$ cat config.mk
export PLATFORM = sky130hd
export DESIGN_NAME = ddr_cmd_decoder
export DESIGN_NICKNAME = d
export VERILOG_FILES = /design/src/rtl/ddr_cmd_pkg.sv /design/src/rtl/ddr_cmd_ctrl.sv /design/src/rtl/ddr_cmd_dpath.sv /design/src/rtl/ddr_cmd_decoder.sv
export SDC_FILE = /design/constraint.sdc
export NUM_CORES = 1
export LEC_CHECK = 0
export BUFFER_PORTS_ARGS = -buffer_cell sky130_fd_sc_hd__buf_4
export CORE_ASPECT_RATIO = 1.25
export CORE_MARGIN = 2
export CORE_UTILIZATION = 45
export CTS_BUF_LIST = sky130_fd_sc_hd__clkbuf_8
export CTS_CLUSTER_SIZE = 14
export DETAILED_ROUTE_END_ITERATION = 16
export GPL_ROUTABILITY_DRIVEN = 0
export PLACE_DENSITY = 0.65
export SLEW_MARGIN = 20
export SYNTH_ARGS = -nofsm -noshare
export SYNTH_HDL_FRONTEND = slang
export SYNTH_SLANG_ARGS = --single-unit
$ cat constraint.sdc
create_clock -name clk -period 0.8 [get_ports clk]
set_input_delay 0.12 -clock clk [delete_from_list [all_inputs] [get_ports clk]]
set_output_delay 0.12 -clock clk [all_outputs]
set_load 0.05 [all_outputs]
$ cat src/rtl/ddr_cmd_pkg.sv
package ddr_cmd_pkg;
  // strobes from command decode to the datapath
  typedef struct packed {
    logic actStb;  // bank activate this edge
    logic accStb;  // read or write this edge
    logic wrDir;   // 1 = write
  } cmdStb_t;
endpackage

$ cat src/rtl/ddr_cmd_ctrl.sv
module ddr_cmd_ctrl
  import ddr_cmd_pkg::*;
(
  input  logic    csN,
  input  logic    rasN,
  input  logic    casN,
  input  logic    weN,
  output cmdStb_t stb
);
  typedef enum logic [2:0] {
    CMD_MRS  = 3'b000,
    CMD_REF  = 3'b001,
    CMD_PRE  = 3'b010,
    CMD_ACT  = 3'b011,
    CMD_WR   = 3'b100,
    CMD_RD   = 3'b101,
    CMD_BST  = 3'b110,
    CMD_NOP  = 3'b111
  } cmdCode_t;

  cmdCode_t code;

  always_comb begin
    code = cmdCode_t'({rasN, casN, weN});
    stb  = '0;
    if (!csN) begin
      unique case (code)
        CMD_ACT: stb.actStb = 1'b1;
        CMD_RD:  stb.accStb = 1'b1;
        CMD_WR:  begin stb.accStb = 1'b1; stb.wrDir = 1'b1; end
        default: stb = '0;
      endcase
    end
  end
endmodule

$ cat src/rtl/ddr_cmd_dpath.sv
module ddr_cmd_dpath
  import ddr_cmd_pkg::*;
#(
  parameter int ROW_W      = 13,
  parameter int ROW_PINS   = 13,
  parameter int COL_W      = 10,
  parameter int BANK_W     = 2,
  parameter int AP_BIT     = 10,
  parameter int BURST_LOG2 = 2,
  localparam int NUM_BANKS = 1 << BANK_W,
  localparam int FLAT_W    = ROW_W + BANK_W + COL_W
) (
  input  logic                clk,
  input  logic                rstN,
  input  cmdStb_t             stb,
  input  logic [BANK_W-1:0]   ba,
  input  logic [ROW_PINS-1:0] addr,
  output logic                reqValid,
  output logic [FLAT_W-1:0]   reqAddr,
  output logic                reqWrite,
  output logic                reqAutoPre
);
  logic [ROW_W-1:0] rowIn;
  logic [ROW_W-1:0] rowTbl [NUM_BANKS];
  logic [COL_W-1:0] colAligned;

  generate
    if (ROW_PINS >= ROW_W) begin : g_fullRow
      assign rowIn = addr[ROW_W-1:0];
    end else begin : g_narrowRow
      assign rowIn = {{(ROW_W-ROW_PINS){1'b0}}, addr};
    end
  endgenerate

  assign colAligned = {addr[COL_W-1:BURST_LOG2], {BURST_LOG2{1'b0}}};

  for (genvar b = 0; b < NUM_BANKS; b++) begin : g_bank
    always_ff @(posedge clk or negedge rstN) begin
      if (!rstN)
        rowTbl[b] <= '0;
      else if (stb.actStb && ba == BANK_W'(b))
        rowTbl[b] <= rowIn;
    end
  end

  always_ff @(posedge clk or negedge rstN) begin
    if (!rstN) begin
      reqValid   <= 1'b0;
      reqAddr    <= '0;
      reqWrite   <= 1'b0;
      reqAutoPre <= 1'b0;
    end else begin
      reqValid <= stb.accStb;
      if (stb.accStb) begin
        reqAddr    <= {rowTbl[ba], ba, colAligned};
        reqWrite   <= stb.wrDir;
        reqAutoPre <= addr[AP_BIT];
      end
    end
  end
endmodule

$ cat src/rtl/ddr_cmd_decoder.sv
module ddr_cmd_decoder
  import ddr_cmd_pkg::*;
#(
  parameter int ROW_W      = 13,
  parameter int ROW_PINS   = 13,
  parameter int COL_W      = 10,
  parameter int BANK_W     = 2,
  parameter int AP_BIT     = 10,
  parameter int BURST_LOG2 = 2,
  localparam int FLAT_W    = ROW_W + BANK_W + COL_W
) (
  input  logic                clk,
  input  logic                rstN,
  input  logic                csN,
  input  logic                rasN,
  input  logic                casN,
  input  logic                weN,
  input  logic [BANK_W-1:0]   ba,
  input  logic [ROW_PINS-1:0] addr,
  output logic                reqValid,
  output logic [FLAT_W-1:0]   reqAddr,
  output logic                reqWrite,
  output logic                reqAutoPre
);
  cmdStb_t stb;

  ddr_cmd_ctrl u_ctrl (
    .csN (csN),
    .rasN(rasN),
    .casN(casN),
    .weN (weN),
    .stb (stb)
  );

  ddr_cmd_dpath #(
    .ROW_W(ROW_W), .ROW_PINS(ROW_PINS), .COL_W(COL_W),
    .BANK_W(BANK_W), .AP_BIT(AP_BIT), .BURST_LOG2(BURST_LOG2)
  ) u_dpath (
    .clk       (clk),
    .rstN      (rstN),
    .stb       (stb),
    .ba        (ba),
    .addr      (addr),
    .reqValid  (reqValid),
    .reqAddr   (reqAddr),
    .reqWrite  (reqWrite),
    .reqAutoPre(reqAutoPre)
  );
endmodule

==> results.md <==
- The flow ran to the end, but the final reports show violations.
- The checks that failed: setup timing.
- The detailed-routed wire length on met3 is 226 um.
- The number of diodes added for antenna fixing is 0.
- Using the TritonRoute via totals, the vias-per-cell ratio works out to 5.27.
- The tool flagged a number of max-cap violations equal to 0.
- The element type at the critical path start is an input port.
- The flip-flop and latch count after synthesis is 78.
- The leakage power summed over all cells is 0.00231 uW.
- The average detailed-routed wire length per instance is 18.8 um.
- For this run, the detailed router's first-pass iteration total came to 4.
- The post-synthesis to final-layout area growth is 39.2%.
- The share of the clock period used by the worst path after layout is 1.31.
- The path with the worst hold slack has its endpoint at u_dpath.reqAddr[9].
- The number of nets in the layout is 346.
- The clock reaches the later pin of the worst-skew pair after 350 ps.
- The total of endpoints with negative setup slack in the final report is 98.
- The share of Yosys cell area claimed by the top area cell type is 0.573.
- The count of buffers added on input and output ports is 46.
- In this run the top signal layer used is met4.
- The detailed router put a total of 3.57 mm of wire on met1.
- Detailed routing inserted a total of 2223 vias.
- Row generation in the floorplan step produced 35 rows.
- The first-pass GRT wire length is 12.1 mm.
- The floorplan step defined a die boundary enclosing 8280 um2.
- The CTS tree is done.
- The number of design-rule violations left by the first detailed-router iteration is 111.
- The synthesized area per cell is 14.0 um2.
- In the post-synthesis netlist, the biggest area contributors are sky130_fd_sc_hd__dfrtp_1, sky130_fd_sc_hd__mux2_2, sky130_fd_sc_hd__mux2i_1.
- The fraction of registers with async set/reset is 1.00.
- The number of antenna violations at the first check in global routing came to 0.
- The origin of the worst min-delay path is addr[9].
- STA puts the critical path data arrival time at 1270 ps.
- Counting I/O delays and the setup requirement, the final critical path takes 1050 ps.
- The clock skew is 16.3 ps.
- The width of the chip is 81.8 um.
- VDD sags by at most 1.39 mV.
- The max-slew violation total from the final report is 0.
- The depth of the worst hold-timing path is 3.
- The post-placement setup slack is -627 ps.
- After legalization and detailed placement, the total HPWL measured 4.62 mm.
- The worst hold path class is in2reg.
- The clock-pin transition on the worst setup and hold timing paths is 90 ps.
- The floorplan step defined a core boundary enclosing 7360 um2.
- The slowest stage of the critical path is the sky130_fd_sc_hd__and4bb_4 cell.
- The number of global-route vias before repair is 2268.
- The setup slack of the worst register-to-register path is -60 ps.
- During synthesis, Yosys emitted a total of 0 warnings.
- In the final layout, the share of cells above drive strength 1 is 0.576.
- The H-tree level count is 3.
- The endpoint of the worst-slack reg-to-reg timing path is u_dpath.reqAddr[18].
- The count of unique library cells instantiated by Yosys is 23.
- In the routed design, unresolved DRC markers number 0.
- The vertical die dimension is 101 um.
- Summed over all layers, the global routing overflow is 0.
- The number of hold-slack violations in the final timing report is 0.
- The most used flip-flop cell after synthesis is sky130_fd_sc_hd__dfrtp_1.
- The global-route usage over all layers is 0.201.
- Once detail routing completed, the nets flagged for antenna violations numbered 0.
- Yosys mapped a number of flops with a built-in enable equal to 0.
- Measured on the finished design, the core utilization comes to 0.645.
- The netlist area before placement is 3410 um2.
- The cell type with the largest total area after synthesis is sky130_fd_sc_hd__dfrtp_1.
- The worst-case setup margin in the final layout is -247 ps.
- The effective utilization at floorplan is 0.463.
- On the worst path, the slowest cell contributes a delay of 380 ps.
- The cell at the root of the clock tree is sky130_fd_sc_hd__clkbuf_8.
- Entering global routing, the biggest net connects 22 pins.
- The maximum clock frequency is 955 MHz.
- The number of clock buffers added by TritonCTS is 9.
- The maximum buffer depth of the clock tree is 2.
- After detailed routing, the met2 layer carries 4.00 mm of wire.
- The worst path required time is 1020 ps.
- After technology mapping, the gate count stands at 243.
- Clock tree synthesis found a total of 78 sinks.
- The count of cells along the worst register-to-register path is 2.
- The final wirelength is 7.92 mm.
- In this run the worst path has a maximum fanout of 7.
- The number of ports placed on the die boundary is 49.
- The proportion of synthesized chip area in sequential cells is 0.573.
- The worst register-to-register path begins at u_dpath.rowTbl[6].
- The nature of the critical path endpoint is a flop.
- The total power divided by cell area is 2420 nW/um2.
- The critical path is of the in2reg type.
- Setup repair after global routing could not meet its margin everywhere.
- Traced cell by cell, the critical path runs through buf_6 -> and4bb_4 -> and3_4 -> buf_8 -> mux2_4.
state kept, by name, indices dropped and copies added (netlist names):
| name | cells |
|---|---|
| u_dpath.reqAddr | 23 |
| u_dpath.reqAutoPre | 1 |
| u_dpath.reqWrite | 1 |
| u_dpath.reqValid | 1 |
| u_dpath.rowTbl | 52 |
per-layer routing:
| layer | track usage | up-vias |
|---|---|---|
| met5 | 0 | - |
| met4 | 0.0808 | 0 |
| met3 | 0.0267 | 9 |
| met2 | 0.312 | 43 |
| met1 | 0.284 | 1147 |
| li1 | - | 1024 |
placed cells by master, fill, tap and decap left out, types with 2 or more instances in the layout:
cell type | synthesis | final
sky130_fd_sc_hd__clkbuf_16 | 0 | 2
sky130_fd_sc_hd__buf_6 | 3 | 35
sky130_fd_sc_hd__nand3b_4 | 0 | 2
sky130_fd_sc_hd__mux2_4 | 10 | 14
sky130_fd_sc_hd__buf_8 | 1 | 5
sky130_fd_sc_hd__nand2_4 | 1 | 4
sky130_fd_sc_hd__buf_12 | 0 | 6
sky130_fd_sc_hd__buf_4 | 6 | 30
sky130_fd_sc_hd__mux2_2 | 41 | 38
sky130_fd_sc_hd__clkinvlp_4 | 0 | 2
sky130_fd_sc_hd__mux2i_1 | 26 | 22
sky130_fd_sc_hd__mux2i_2 | 0 | 4
sky130_fd_sc_hd__or4b_4 | 1 | 2
sky130_fd_sc_hd__o221ai_2 | 10 | 13
sky130_fd_sc_hd__dlygate4sd3_1 | 0 | 5
sky130_fd_sc_hd__clkbuf_8 | 0 | 9
sky130_fd_sc_hd__conb_1 | 1 | 2
sky130_fd_sc_hd__nand2_2 | 0 | 12
sky130_fd_sc_hd__inv_1 | 0 | 2
sky130_fd_sc_hd__nand2_1 | 47 | 30
sky130_fd_sc_hd__dfrtp_1 | 78 | 78
sky130_fd_sc_hd__nand2_8 | 0 | 3
stage by stage:
| step | hold WS (ps) | power [uW] | instance area (um2) | TNS [ps] | instances |
|---|---|---|---|---|---|
| 2_1_floorplan | -176 | 7200 | 3500 | -23580 | 244 |
| 3_3_place_gp | 17.3 | 8050 | 4000 | -37560 | 387 |
| 3_5_place_dp | 19.2 | 8130 | 4000 | -38810 | 387 |
| 4_1_cts | 3.17 | 11400 | 4540 | -13280 | 414 |
| 5_1_grt | 8.17 | 12000 | 4740 | -17160 | 422 |
| 6_report | 5.69 | 11500 | 4740 | -15550 | 422 |
how the worst max path moves through the flow:
stage	from	endpoint	slack [ps]
final	rasN	u_dpath.rowTbl[6]	-250
after global routing	u_dpath.reqAddr[15]	reqAddr[15]	-270
after CTS	u_dpath.reqAddr[23]	reqAddr[23]	-250
after detailed placement	rasN	u_dpath.rowTbl[8]	-630
after global placement	rasN	u_dpath.rowTbl[9]	-600
after floorplan	rasN	u_dpath.rowTbl[10]	-490
power by group:
| group | leakage [uW] | internal, uW | switching (uW) |
|---|---|---|---|
| Sequential | 0.000998 | 4710 | 466 |
| Clock | 0.0000982 | 1430 | 1480 |
| Combinational | 0.00122 | 1580 | 1830 |
cell usage after synthesis (2+ instances only):
| cell | count |
|---|---|
| sky130_fd_sc_hd__nand2_1 | 47 |
| sky130_fd_sc_hd__dfrtp_1 | 78 |
| sky130_fd_sc_hd__mux2_2 | 41 |
| sky130_fd_sc_hd__nand3b_2 | 2 |
| sky130_fd_sc_hd__buf_2 | 4 |
| sky130_fd_sc_hd__o221ai_2 | 10 |
| sky130_fd_sc_hd__mux2_4 | 10 |
| sky130_fd_sc_hd__o221ai_1 | 3 |
| sky130_fd_sc_hd__buf_6 | 3 |
| sky130_fd_sc_hd__clkbuf_1 | 2 |
| sky130_fd_sc_hd__buf_4 | 6 |
| sky130_fd_sc_hd__mux2i_1 | 26 |
worst max-delay path: cells and delay by family:
kind | cells | cell delay, ps
AND/OR/NAND/NOR | 2 | 600
multiplexers | 1 | 310
buffers and inverters | 2 | 240
final cells by class:
cell class              instances  area, um2
multi-input cells             151       1530
flip-flops and latches         78       1950
inverters                       1       16.3
clock buffers                   9        124
clock inverters                 7       66.3
repair buffers                 84        942
well taps                      92        115
fillers                       563       2620
logic make-up after synthesis:
| kind of cell | Yosys count | synth area share |
|---|---|---|
| mux | 78 | 0.259 |
| flops | 78 | 0.573 |
| simple gates | 55 | 0.0760 |
| buf+inv | 17 | 0.0371 |
| compound gates | 14 | 0.0533 |
| other cells | 1 | 0.00110 |
repair_timing:
item / in CTS / in global routing
gates resized for setup: 57 / 32
endpoints found under the setup margin: 104 / 101
hold buffers: 5 / 0
gates cloned: 3 / 2
hold endpoints to repair: 82 / 0
pin swaps: 12 / 29
setup buffers: 3 / 8
Note: power is estimated with default switching activity, not from simulation.
